--- src/rtl/trapc_pkg.sv ---
package trapc_pkg;
   localparam int unsigned NSRC       = 4;
   localparam int unsigned IDW        = 2;
   localparam int unsigned BASE_LEVEL = 11;
   localparam int unsigned HARD_LEVEL = 12;

   typedef enum logic [IDW-1:0] {
      SRC_MATH  = 2'd0,
      SRC_ADDR  = 2'd1,
      SRC_STACK = 2'd2,
      SRC_OSC   = 2'd3
   } trap_src_e;

   // position of a source inside its vector table
   function automatic logic [IDW-1:0] table_slot(input logic [IDW-1:0] id);
      case (id)
         SRC_OSC:   table_slot = 2'd0;
         SRC_ADDR:  table_slot = 2'd1;
         SRC_STACK: table_slot = 2'd2;
         default:   table_slot = 2'd3;
      endcase
   endfunction
endpackage

--- src/rtl/trapc_prio.sv ---
module trapc_prio #(
   parameter int unsigned N = 4,
   localparam int unsigned IW = (N > 1) ? $clog2(N) : 1
) (
   input  logic [N-1:0]  req_vec,
   output logic          any,
   output logic [IW-1:0] idx
);
   logic [N-1:0] grant;

   for (genvar i = 0; i < N; i++) begin : g_grant
      if (i == N - 1) begin : g_top
         assign grant[i] = req_vec[i];
      end else begin : g_low
         assign grant[i] = req_vec[i] & ~(|req_vec[N-1:i+1]);
      end
   end

   assign any = |req_vec;

   always_comb begin
      idx = '0;
      for (int i = 0; i < N; i++) begin
         if (grant[i]) idx = IW'(i);
      end
   end
endmodule

--- src/rtl/trapc_vec.sv ---
module trapc_vec
   import trapc_pkg::*;
#(
   parameter int unsigned VEC_W      = 24,
   parameter logic [31:0] PRI_BASE   = 32'h0000_0004,
   parameter logic [31:0] ALT_BASE   = 32'h0000_0084,
   parameter int unsigned SLOT_BYTES = 2
) (
   input  logic [IDW-1:0]   id,
   input  logic             alt_sel,
   output logic [VEC_W-1:0] vector
);
   localparam logic [VEC_W-1:0] PRI_V = VEC_W'(PRI_BASE);
   localparam logic [VEC_W-1:0] ALT_V = VEC_W'(ALT_BASE);
   localparam logic [VEC_W-1:0] STEP  = VEC_W'(SLOT_BYTES);

   logic [VEC_W-1:0] slot_num;

   assign slot_num = VEC_W'(table_slot(id)) + VEC_W'(1);
   assign vector   = (alt_sel ? ALT_V : PRI_V) + STEP * slot_num;
endmodule

--- src/rtl/trapc_conflict.sv ---
module trapc_conflict
   import trapc_pkg::*;
(
   input  logic [NSRC-1:0] trap_req,
   input  logic [NSRC-1:0] pending,
   input  logic            active_vld,
   input  logic [IDW-1:0]  active_id,
   output logic            conflict
);
   logic [NSRC-1:0] held;
   logic [NSRC-1:0] hit;

   always_comb begin
      held = pending;
      if (active_vld) held[active_id] = 1'b1;
   end

   for (genvar i = 0; i < NSRC; i++) begin : g_src
      if ((BASE_LEVEL + i) < HARD_LEVEL || i == NSRC - 1) begin : g_none
         assign hit[i] = 1'b0;
      end else begin : g_hard
         assign hit[i] = trap_req[i] & ~pending[i] & (|held[NSRC-1:i+1]);
      end
   end

   assign conflict = |hit;
endmodule

--- src/rtl/trap_ctrl.sv ---
module trap_ctrl
   import trapc_pkg::*;
#(
   parameter int unsigned VEC_W      = 24,
   parameter logic [31:0] PRI_BASE   = 32'h0000_0004,
   parameter logic [31:0] ALT_BASE   = 32'h0000_0084,
   parameter int unsigned SLOT_BYTES = 2
) (
   input  logic             clk,
   input  logic             rst_n,
   input  logic [3:0]       trap_req,
   input  logic             alt_sel,
   input  logic             ack,
   input  logic             done,
   input  logic             sts_wr,
   input  logic             sts_wdata,
   output logic             trap_valid,
   output logic [1:0]       trap_id,
   output logic [3:0]       trap_level,
   output logic             trap_hard,
   output logic [VEC_W-1:0] vector,
   output logic             stall,
   output logic             reset_req,
   output logic             trapr_flag
);
   if (VEC_W < 8 || VEC_W > 32) begin : g_bad_vecw
      $error("trap_ctrl: VEC_W must lie in 8..32");
   end
   if (SLOT_BYTES < 1 || SLOT_BYTES > 8) begin : g_bad_slot
      $error("trap_ctrl: SLOT_BYTES must lie in 1..8");
   end
   if (PRI_BASE == ALT_BASE) begin : g_bad_base
      $error("trap_ctrl: the two vector tables must differ");
   end

   localparam logic [NSRC-1:0] HARD_MASK = NSRC'(((1 << NSRC) - 1) >> (HARD_LEVEL - BASE_LEVEL)) << (HARD_LEVEL - BASE_LEVEL);

   logic [NSRC-1:0] pending_q;
   logic            active_vld_q;
   logic [IDW-1:0]  active_id_q;
   logic            reset_req_q;
   logic            flag_q;
   logic            win_any;
   logic [IDW-1:0]  win_id;
   logic            conflict;
   logic            ack_fire;
   logic            done_fire;
   logic [NSRC-1:0] ack_clr;

   trapc_prio #(.N(NSRC)) u_prio (
      .req_vec (pending_q),
      .any     (win_any),
      .idx     (win_id)
   );

   trapc_vec #(
      .VEC_W      (VEC_W),
      .PRI_BASE   (PRI_BASE),
      .ALT_BASE   (ALT_BASE),
      .SLOT_BYTES (SLOT_BYTES)
   ) u_vec (
      .id      (win_id),
      .alt_sel (alt_sel),
      .vector  (vector)
   );

   trapc_conflict u_conf (
      .trap_req   (trap_req),
      .pending    (pending_q),
      .active_vld (active_vld_q),
      .active_id  (active_id_q),
      .conflict   (conflict)
   );

   assign trap_valid = win_any & ~active_vld_q;
   assign ack_fire   = ack & trap_valid;
   assign done_fire  = done & active_vld_q;

   always_comb begin
      ack_clr = '0;
      if (ack_fire) ack_clr[win_id] = 1'b1;
   end

   always_ff @(posedge clk or negedge rst_n) begin
      if (!rst_n) begin
         pending_q    <= '0;
         active_vld_q <= 1'b0;
         active_id_q  <= '0;
         reset_req_q  <= 1'b0;
      end else if (conflict) begin
         pending_q    <= '0;
         active_vld_q <= 1'b0;
         active_id_q  <= '0;
         reset_req_q  <= 1'b1;
      end else begin
         reset_req_q <= 1'b0;
         pending_q   <= (pending_q & ~ack_clr) | trap_req;
         if (ack_fire) begin
            active_vld_q <= 1'b1;
            active_id_q  <= win_id;
         end else if (done_fire) begin
            active_vld_q <= 1'b0;
         end
      end
   end

   always_ff @(posedge clk or negedge rst_n) begin
      if (!rst_n)                  flag_q <= 1'b0;
      else if (conflict)           flag_q <= 1'b1;
      else if (sts_wr && !sts_wdata) flag_q <= 1'b0;
   end

   assign trap_id    = win_id;
   assign trap_level = 4'(BASE_LEVEL) + 4'(win_id);
   assign trap_hard  = HARD_MASK[win_id];
   assign stall      = |(pending_q & HARD_MASK);
   assign reset_req  = reset_req_q;
   assign trapr_flag = flag_q;
endmodule

--- config.mk ---
export PLATFORM = sky130hd
export DESIGN_NAME = trap_ctrl
export DESIGN_NICKNAME = d
export VERILOG_FILES = /design/src/rtl/trapc_pkg.sv /design/src/rtl/trapc_prio.sv /design/src/rtl/trapc_vec.sv /design/src/rtl/trapc_conflict.sv /design/src/rtl/trap_ctrl.sv
export SDC_FILE = /design/constraint.sdc
export NUM_CORES = 1
export LEC_CHECK = 0
export ABC_AREA = 1
export CAP_MARGIN = 20
export CORE_MARGIN = 1.5
export CORE_UTILIZATION = 39
export CTS_CLUSTER_SIZE = 12
export DETAILED_ROUTE_END_ITERATION = 7
export PLACE_DENSITY = 0.81
export SLEW_MARGIN = 30
export SYNTH_ARGS = -nofsm -noshare
export SYNTH_HDL_FRONTEND = slang
export SYNTH_SLANG_ARGS = --single-unit
--- constraint.sdc ---
create_clock -name clk -period 3.2 [get_ports clk]
set_input_delay 0.48 -clock clk [delete_from_list [all_inputs] [get_ports clk]]
set_output_delay 0.48 -clock clk [all_outputs]
set_load 0.01 [all_outputs]
Yosys cells after proc, flatten, opt, wreduce, memory -nomap -nowiden
Index checks and enable logic that the tools add are counted.
- logic and storage cells: 67
- flip-flop bits (word level): 9
- output and inout port bits: 35
- equal/unequal tests: 3
- add/subtract/negate cells: 3
- order comparisons: 4
- reductions and logical operators: 12
- muxes and demuxes: 22
- bitwise operators: 18
- operators with widths (operator ; count):
    24-bit adder ; 1
    4-bit two-way mux ; 3
    1-bit two-way mux ; 10
    1-bit AND ; 9
    2-bit two-way mux ; 4
    8-bit two-way mux ; 1
    4-bit OR ; 2
    2-bit by 3-bit < comparator with 1-bit output (second input constant) ; 2
    2-bit case mux with 3 select lines ; 1
    2-bit OR reduction ; 3
    1-bit inverter ; 5
    4-bit by 2-bit adder with 4-bit output (first input constant) ; 1
    4-bit AND ; 1
    1-bit demux with 2-bit select ; 2
    2-bit equality test (second input constant) ; 2
    2-bit by 1-bit >= comparator with 1-bit output (second input constant) ; 2
    4-bit inverter ; 1
    2-bit nonzero test ; 2
    4-bit OR reduction ; 1
    2-bit by 1-bit adder with 3-bit output (second input constant) ; 1
    1-bit logical AND ; 3
    3-bit nonzero test ; 1
    3-bit OR reduction ; 1
    1-bit binary-select mux with 2-bit select ; 1
    2 further kinds ; 2

Depth between registers and ports, before layout
Gate-level depths: netlist of the first run.
- word-level depth: 15
- gate-level depth with buffers: 7
- depth with buffers taken out: 7

Cells and area by module
Synthesis of the first run repeated with hierarchy kept, for this count alone.
- cell total of the unflattened synthesis: 106
- area total of the unflattened synthesis: 789.5 sq um
- modules (own cells, without submodules) (module ; instances ; sequential area each (sq um) ; cells an instance ; area an instance (sq um)):
    trap_ctrl ; 1 ; 225.2 ; 54 ; 483.0
    trapc_vec ; 1 ; 0.0 ; 31 ; 217.7
    trapc_conflict ; 1 ; 0.0 ; 13 ; 56.3
    trapc_prio ; 1 ; 0.0 ; 8 ; 32.5

Worst setup path before layout of the first run
No wires, ideal clock.
- path kind: reg2out
- start point: register pending_q[2]
- end point: output vector[2]
- data required time: 2720 ps
- slack: 1108 ps
- buffers on the path: 1
- arrival time: 1612 ps
- cell stages (with the launch flop): 6
- cell sequence: dfrtp_1 -> o21bai_1 -> inv_1 -> ha_1 -> inv_1 -> buf_4
- word-level cells in the longest chain between the ends: 10
- elaborated cells between the ends (all ways): 13
- classes of those cells: 2 x add/sub; 3 x eq/ne; 4 x mux; 3 x bitwise; 1 x reduce/logical
- ends and longest elaborated chain (item ; RTL line ; source):
    start, declared ; trap_ctrl.sv:38 ; logic [NSRC-1:0] pending_q;
    start signal, assigned ; trap_ctrl.sv:97 ; pending_q <= (pending_q & ~ack_clr) | trap_req;
    2-bit OR reduction ; trapc_prio.sv:15 ; assign grant[i] = req_vec[i] & ~(|req_vec[N-1:i+1]);
    1-bit inverter ; trapc_prio.sv:15 ;
    1-bit AND ; trapc_prio.sv:15 ;
    1-bit two-way mux ; trapc_prio.sv:24 ; if (grant[i]) idx = IW'(i);
    2-bit two-way mux * (2 in a row) ; trapc_prio.sv:24 ;
    named net trap_id[0] ; trap_ctrl.sv:18 ; output logic [1:0] trap_id,
    2-bit equality test or 2-bit by 1-bit equality test with 1-bit output (tied branches) ; trapc_pkg.sv:16 ; case (id)
    2-bit case mux with 3 select lines * ; trapc_pkg.sv:16 ;
    2-bit by 1-bit adder with 3-bit output * ; trapc_vec.sv:19 ; assign slot_num = VEC_W'(table_slot(id)) + VEC_W'(1);
    24-bit adder * ; trapc_vec.sv:20 ; assign vector = (alt_sel ? ALT_V : PRI_V) + STEP * slot_num;
    end, declared ; trap_ctrl.sv:21 ; output logic [VEC_W-1:0] vector,
The timed path passes the listed nets; every way through them passes the cells marked *.

Worst setup path in the final report of the first run
- start point: register pending_q[1]
- end point: output vector[4]
- word-level cells in the longest chain between the ends: 8
- elaborated cells between the ends (all ways): 10
- classes of those cells: 2 x add/sub; 3 x eq/ne; 4 x mux; 1 x bitwise
- ends and longest elaborated chain (item ; RTL line):
    1-bit AND * ; trapc_prio.sv:15
    1-bit two-way mux * ; trapc_prio.sv:24
    2-bit two-way mux * (2 in a row) ; trapc_prio.sv:24
    2-bit equality test or 2-bit by 1-bit equality test with 1-bit output (tied branches) ; trapc_pkg.sv:16
    2-bit case mux with 3 select lines * ; trapc_pkg.sv:16
    2-bit by 1-bit adder with 3-bit output * ; trapc_vec.sv:19
    24-bit adder * ; trapc_vec.sv:20
Mark *: on every way between the ends. The rest lies on a longest branch, timed or not.

==> out/qor.csv, run 1 <==
stage,metric,value,unit
clock_network,H-tree levels,1,
route,DR pass1 iterations,4,
critical_path,CP peak stage delay,0.53,ns
job,# Max-Cap Violations,0,
cells_and_area,n_diodes,0,
synth,register area share after synthesis,29.8,%
power_and_ir_drop,Power Dens Cells,938,mW/mm²
clock_network,CTS Buf Count,3,
die,row cnt,15,
sta,Final Max Slew Viols,0,
grt,first-pass GRT wire length,2150,µm
die,die width,47.1,µm
route,1st-iter DRT viols,26,
critical_path,r2r setup slk,1.54,ns
synth,Post-Synthesis Cell Area,757,µm²
cells_and_area,Final Util,52.3,%
grt,antenna violations before repair,0,
critical_path,CP max stage cell,clkdlybuf4s50_1,
cells_and_area,most frequent cells in the layout,"23 x clkdlybuf4s50_1, 20 x conb_1, 18 x inv_1",
die,die height,47.1,µm
route,antenna-violating nets left,0,
clock_network,CTS tree,done,
critical_path,"Cell Chain, Critical Path",inv_1 > o21bai_1 > inv_1 > ha_1 > nand2_1 > inv_1 > clkdlybuf4s50_1,
synth,Area contributors post-synth,"dfrtp_1 30%, buf_4 24%, inv_1 8.9%, ha_1 8.3%, nand2_1 6.0%",
placement,gpl congestion,0.747,
grt,largest net degree at the start of global routing,10,
placement,dpl cells,138,
critical_path,Worst R2R Start,pending_q[1],
synth,largest area contributor in the netlist,dfrtp_1,
clock_network,CTS sink count,9,
placement,DP Wirelength,1110,µm
die,CORE AREA,0.00178,mm²
critical_path,worst r2r dst,pending_q[0],
route,DR WL/cell,9.44,µm
cells_and_area,multi-input combinational cell area,345,µm²
route,Routed WL,1340,µm
sta,setup TNS,0,ns
die,initial core utilization,42.5,%
clock_network,post_cts resized,0,
synth,mean post-synth cell area,7.89,µm²
critical_path,"most used cell, CP",inv_1,
critical_path,Worst Path Required,2.72,ns
synth,synthesized instance count,96,
route,Avg Vias per Cell,4.07,
critical_path,CP Launch Type,register,
cells_and_area,"commonest non-fill, non-tap cell in the layout",clkdlybuf4s50_1,
clock_network,clock slew at reported path FFs,0.06,ns
sta,shortest period the worst path allows,2.73,ns
power_and_ir_drop,Static Leak,0.000510,µW
synth,number of distinct library cells after synthesis,19,
status,status,"complete, no violations",
critical_path,CP max FO,6,
sta,RSZ-0062 raised after global routing,false,
hold_path,Hold Path Class,register to register,
critical_path,CP Data Arrival Time,2.25,ns
synth,area share of the leading cell type in the synthesized netlist,29.8,%
sta,final worst path period share,85.3,%
sta,Final setup viols,0,
synth,post-synthesis register bit count,9,
critical_path,CP top delay family,buffers and inverters,
cells_and_area,fin cells,142,
clock_network,Hold Buf Count CTS,0,
cells_and_area,fillers,172,
cells_and_area,share of cells above drive strength 1,9.40,%
sta,maximum clock rate,366,MHz
grt,vias in the first global route,512,
synth,Syn. warnings,0,
sta,Fin. Hold Viols,0,
clock_network,Post-CTS Setup Bufs,0,
critical_path,worst r2r path cells,7,
route,vias,578,
die,DIE AREA,0.00221,mm²
critical_path,critical setup path kind,register to output pin,
cells_and_area,Layout Nets,134,
critical_path,Setup crit end kind,output pin,
grt,gr ovfl total,0,
clock_network,worst-case clock buffer depth,2,
placement,Port Buf Inserts,23,
cells_and_area,register area,225,µm²
hold_path,min-delay src,active_id_q[0],
hold_path,WHS Endpoint,active_id_q[0],
sta,skew final,0.00253,ns
hold_path,worst hold stages,2,
sta,worst hold slack,0.506,ns
critical_path,Worst Path Buf+Inv,4,
power_and_ir_drop,Max VDD drop,0.000537,V
clock_network,Root Driver,clkbuf_4,
route,detailed-route DRC error count,0,
power_and_ir_drop,total power,875,µW
clock_network,"Clk Latency, worst-skew pair",0.26,ns
cells_and_area,Layout area overhead,23.1,%
die,num ports,46,
grt,Total GRT Usage,13.6,%
[where the power goes]
group,leakage [µW],switching [µW],internal [µW]
clock,0.0000150,37.4,47.9
combinational,0.000388,296,274
sequential,0.000108,50.8,169
total,0.000510,384,491
[sequential cells by signal, summed over array words and instances (netlist names)]
register and flops:
pending_q 4, active_id_q 2, active_vld_q 1, reset_req 1, trapr_flag 1
[area by class of cell]
| cell class | instances | share of cell area, % |
|---|---|---|
| clock buffers | 4 | 2.82 |
| inverters | 19 | 7.92 |
| multi-input cells | 62 | 37.0 |
| flip-flops and latches | 9 | 24.2 |
| well taps | 25 | 3.36 |
| repair buffers | 23 | 24.7 |
[worst min-delay path, cell delays in order, from the launching register on]
cell	delay [ns]
dfrtp_1	0.34
nand3_1	0.08
nand2_1	0.06
[cell usage after synthesis]
master	n
a21oi_2	2
a31oi_1	1
buf_4	24
conb_1	2
dfrtp_1	9
ha_1	5
inv_1	18
inv_4	1
nand2_1	12
nand2_2	1
nand2_4	2
nand3_1	4
nand4_1	2
nor2_1	6
nor2_4	2
o21a_1	1
o21ai_0	2
o21bai_1	1
o31ai_1	1
[layer usage]
layer / GRT usage [%] / up-vias / part of all wire [%]
li1: - / 287 / -
met1: 17.1 / 262 / 43
met2: 21.9 / 29 / 51
met3: 2.31 / 0 / 6.6
met4: 7.78 / 0 / 0
met5: 0 / - / 0
[worst max-delay path by stage]
| stage | start | to | slack (ns) | cells past startpoint |
|---|---|---|---|---|
| 5_1_grt | pending_q[1] | vector[4] | 0.33 | 7 |
| 6_report | pending_q[1] | vector[4] | 0.47 | 7 |
| 2_1_floorplan | pending_q[2] | vector[2] | 1.11 | 5 |
| 4_1_cts | pending_q[2] | vector[4] | 0.47 | 6 |
| 3_5_place_dp | pending_q[1] | vector[4] | 0.75 | 7 |
| 3_3_place_gp | pending_q[2] | vector[4] | 0.89 | 6 |
[through the flow]
| stage | instance area (µm²) | setup WS [ns] |
|---|---|---|
| floorplan | 825 | 1.11 |
| global placement | 906 | 0.889 |
| detailed placement | 906 | 0.752 |
| CTS | 932 | 0.473 |
| global route | 932 | 0.333 |
| finish | 932 | 0.470 |
[kinds of logic after synthesis]
kind of cell | share of synthesized area, %
adders and majority gates | 8.26
other | 0.992
and+or+nand+nor | 20.0
buffers and inverters | 33.6
DFF | 29.8
AOI/OAI and AO/OA | 7.44
No activity file was read; power rests on OpenSTA's default activity.
==> run 2: changes to the inputs <==
--- a/config.mk
+++ b/config.mk
@@ -12,7 +12,6 @@
 export CTS_CLUSTER_SIZE = 12
 export DETAILED_ROUTE_END_ITERATION = 7
 export PLACE_DENSITY = 0.81
-export SLEW_MARGIN = 30
 export SYNTH_ARGS = -nofsm -noshare
 export SYNTH_HDL_FRONTEND = slang
 export SYNTH_SLANG_ARGS = --single-unit
==> results of run 2 <==
The final DEF is identical to that of run 1; final timing and power are the same.
==> run 3: changes to the inputs <==
--- a/config.mk
+++ b/config.mk
@@ -5,7 +5,7 @@
 export SDC_FILE = /design/constraint.sdc
 export NUM_CORES = 1
 export LEC_CHECK = 0
-export ABC_AREA = 1
+export ABC_AREA = 0
 export CAP_MARGIN = 20
 export CORE_MARGIN = 1.5
 export CORE_UTILIZATION = 39
@@ -15,3 +15,4 @@
 export SYNTH_ARGS = -nofsm -noshare
 export SYNTH_HDL_FRONTEND = slang
 export SYNTH_SLANG_ARGS = --single-unit
+export TNS_END_PERCENT = 30
==> out/qor.csv, run 3 <==
stage,metric,value,unit,change
status,status,"complete, no violations",,unchanged
job,# Max-Cap Violations,0,,unchanged
synth,ys flop type,dfrtp_1,,unchanged
grt,gr ovfl total,0,,unchanged
route,Routed WL,1550,µm,was 1340 µm
cells_and_area,max reg flops,4,,unchanged
route,1st-iter DRT viols,4,,was 26
critical_path,Worst Path Required,2.72,ns,about the same
synth,number of distinct library cells after synthesis,26,,was 19
cells_and_area,fillers,164,,was 172
power_and_ir_drop,internal power,500,µW,was 491 µW
power_and_ir_drop,Sw Ratio,43.5,%,was 43.9%
clock_network,Root Driver,clkbuf_4,,unchanged
route,Avg Vias per Cell,4.53,,was 4.07
die,die height,47.1,µm,about the same
synth,largest area contributor in the netlist,dfrtp_1,,unchanged
placement,Port Buf Inserts,23,,unchanged
synth,post-synthesis register bit count,9,,unchanged
route,detailed-route DRC error count,0,,unchanged
clock_network,Post-CTS Setup Bufs,0,,unchanged
cells_and_area,fin cells,133,,was 142
synth,Post-Synthesis Cell Area,759,µm²,was 757 µm²
clock_network,CTS Buf Count,3,,unchanged
cells_and_area,n_diodes,0,,unchanged
sta,final worst path period share,77.3,%,was 85.3%
clock_network,H-tree levels,1,,unchanged
power_and_ir_drop,sequential share of power,26.4,%,was 25.1%
clock_network,clock slew at reported path FFs,0.07,ns,was 0.06 ns
sta,maximum clock rate,404,MHz,was 366 MHz
placement,dpl cells,129,,was 138
grt,vias in the first global route,539,,was 512
critical_path,CP max FO,8,,was 6
cells_and_area,top flop regs,"pending_q: 4 flops, active_id_q: 2 flops",,unchanged
cells_and_area,most frequent cells in the layout,"23 x clkdlybuf4s50_1, 20 x conb_1, 9 x dfrtp_1",,"was 23 x clkdlybuf4s50_1, 20 x conb_1, 18 x inv_1"
die,CORE AREA,0.00178,mm²,unchanged
sta,RSZ-0062 raised after global routing,false,,unchanged
die,row cnt,15,,unchanged
clock_network,CTS sink count,9,,unchanged
hold_path,Hold Path Class,primary input to asynchronous set/reset pin,,was register to register
grt,largest net degree at the start of global routing,10,,unchanged
synth,Area contributors post-synth,"dfrtp_1 30%, buf_4 24%, ha_1 8.2%, inv_1 4.0%, o21ai_0 3.3%",,"was dfrtp_1 30%, buf_4 24%, inv_1 8.9%, ha_1 8.3%, nand2_1 6.0%"
power_and_ir_drop,clock group share of total power,10.3,%,was 9.8%
placement,gpl congestion,0.846,,was 0.747
critical_path,worst r2r dst,pending_q[3],,was pending_q[0]
power_and_ir_drop,Power Dens Cells,946,mW/mm²,was 938 mW/mm²
cells_and_area,"commonest non-fill, non-tap cell in the layout",clkdlybuf4s50_1,,unchanged
power_and_ir_drop,Static Leak,0.000436,µW,was 0.000510 µW
power_and_ir_drop,Switch Pwr,385,µW,was 384 µW
cells_and_area,share of cells above drive strength 1,8.33,%,was 9.40%
sta,shortest period the worst path allows,2.47,ns,was 2.73 ns
cells_and_area,Layout Nets,125,,was 134
sta,worst hold slack,0.509,ns,was 0.506 ns
synth,register area share after synthesis,29.7,%,was 29.8%
clock_network,post_cts resized,0,,unchanged
synth,Post-synth EDFFs,0,,unchanged
clock_network,Hold Buf Count CTS,0,,unchanged
die,initial core utilization,42.6,%,was 42.5%
synth,Async SR Flop Fraction,100,%,unchanged
critical_path,critical setup path kind,register to output pin,,unchanged
clock_network,"Clk Latency, worst-skew pair",0.27,ns,was 0.26 ns
die,die width,47.1,µm,about the same
critical_path,r2r setup slk,1.69,ns,was 1.54 ns
cells_and_area,Layout area overhead,23.2,%,was 23.1%
synth,area share of the leading cell type in the synthesized netlist,29.7,%,was 29.8%
route,DR pass1 iterations,4,,unchanged
sta,Fin. Hold Viols,0,,unchanged
sta,Final Max Slew Viols,0,,unchanged
sta,setup TNS,0,ns,unchanged
grt,first-pass GRT wire length,2390,µm,was 2150 µm
die,DIE AREA,0.00222,mm²,was 0.00221 mm²
sta,skew final,0.000901,ns,was 0.00253 ns
critical_path,worst r2r path cells,6,,was 7
critical_path,Worst R2R Start,pending_q[3],,was pending_q[1]
grt,antenna violations before repair,0,,unchanged
power_and_ir_drop,Combinational Power Share,63.3,%,was 65.1%
placement,pre-CTS setup slack,1.00,ns,was 0.752 ns
sta,Final setup viols,0,,unchanged
cells_and_area,register bank with the most flops,pending_q,,unchanged
route,antenna-violating nets left,0,,unchanged
synth,Syn. warnings,0,,unchanged
grt,Total GRT Usage,16.1,%,was 13.6%
synth,top-count cell post-synth,buf_4,,unchanged
die,num ports,46,,unchanged
power_and_ir_drop,Max VDD drop,0.000528,V,was 0.000537 V
route,DR WL/cell,11.7,µm,was 9.44 µm
critical_path,Setup crit end kind,output pin,,unchanged
critical_path,CP Launch Type,register,,unchanged
synth,mean post-synth cell area,8.73,µm²,was 7.89 µm²
placement,DP Wirelength,1200,µm,was 1110 µm
critical_path,CP Data Arrival Time,1.99,ns,was 2.25 ns
clock_network,worst-case clock buffer depth,2,,unchanged
sta,setup ws final,0.726,ns,was 0.470 ns
synth,Synth top cells by count,"24 x buf_4, 9 x dfrtp_1, 8 x inv_1",,"was 24 x buf_4, 18 x inv_1, 12 x nand2_1"
synth,synthesized instance count,87,,was 96
clock_network,CTS tree,done,,unchanged
route,vias,602,,was 578
==> run 3: area by class of cell <==
| cell class | instances | area, µm² | share of cell area, % |
|---|---|---|---|
| multi-input combinational | 64 | 392 | 41.8 |
| timing repair buffer | 23 | 230 | 24.6 |
| sequential | 9 | 225 | 24.1 |
| tap | 25 | 31.3 | 3.34 |
| inverter | 8 | 30.0 | 3.21 |
| clock buffer | 3 | 22.5 | 2.41 |
| clock inverter | 1 | 5.00 | 0.535 |
==> run 3: how the worst max path moves through the flow <==
stage,startpoint,to,slack (ns),depth (start not counted)
2_1_floorplan,pending_q[1],vector[2],1.38,5
3_3_place_gp,pending_q[1],vector[4],1.07,5
3_5_place_dp,pending_q[1],vector[3],1.00,6
4_1_cts,pending_q[1],vector[3],0.72,6
5_1_grt,pending_q[1],vector[3],0.57,6
6_report,pending_q[3],vector[3],0.73,5
==> run 3: power by group through the flow <==
stage / Clock [µW] / Combinational [µW] / Sequential (µW)
6_report: 90.8 / 560 / 234
5_1_grt: 103 / 614 / 243
4_1_cts: 94.8 / 568 / 231
3_5_place_dp: 0 / 560 / 233
3_3_place_gp: 0 / 545 / 229
2_1_floorplan: 0 / 343 / 224
==> run 3: stage by stage <==
stage	cell area [µm²]	utilization [%]	total power (µW)
3_5_place_dp	908	50.9	793
4_1_cts	936	52.5	893
3_3_place_gp	908	50.9	774
2_1_floorplan	827	-	567
5_1_grt	936	52.5	959
6_report	936	52.5	885
==> run 3: per-layer routing <==
layer / up-vias / part of all wire [%] / GRT usage, %
met5: - / 0 / 0
met1: 285 / 40 / 18.3
met4: 0 / 0.90 / 5.00
li1: 285 / - / -
met2: 30 / 53 / 27.4
met3: 2 / 6.5 / 6.92
==> run 3: critical path: stages (launching register included) <==
cell	delay, ns
dfrtp_1	0.47
nor2_2	0.30
inv_1	0.18
ha_1	0.21
inv_1	0.05
clkdlybuf4s50_1	0.52
==> run 3: cell families after synthesis <==
kind of cell               count (synthesis)  synth area share [%]
other                                      2                 0.989
adders and majority gates                  5                  8.24
and+or+nand+nor                           21                  17.1
AOI/OAI and AO/OA                         18                  16.3
buffers and inverters                     32                  27.7
DFF                                        9                  29.7
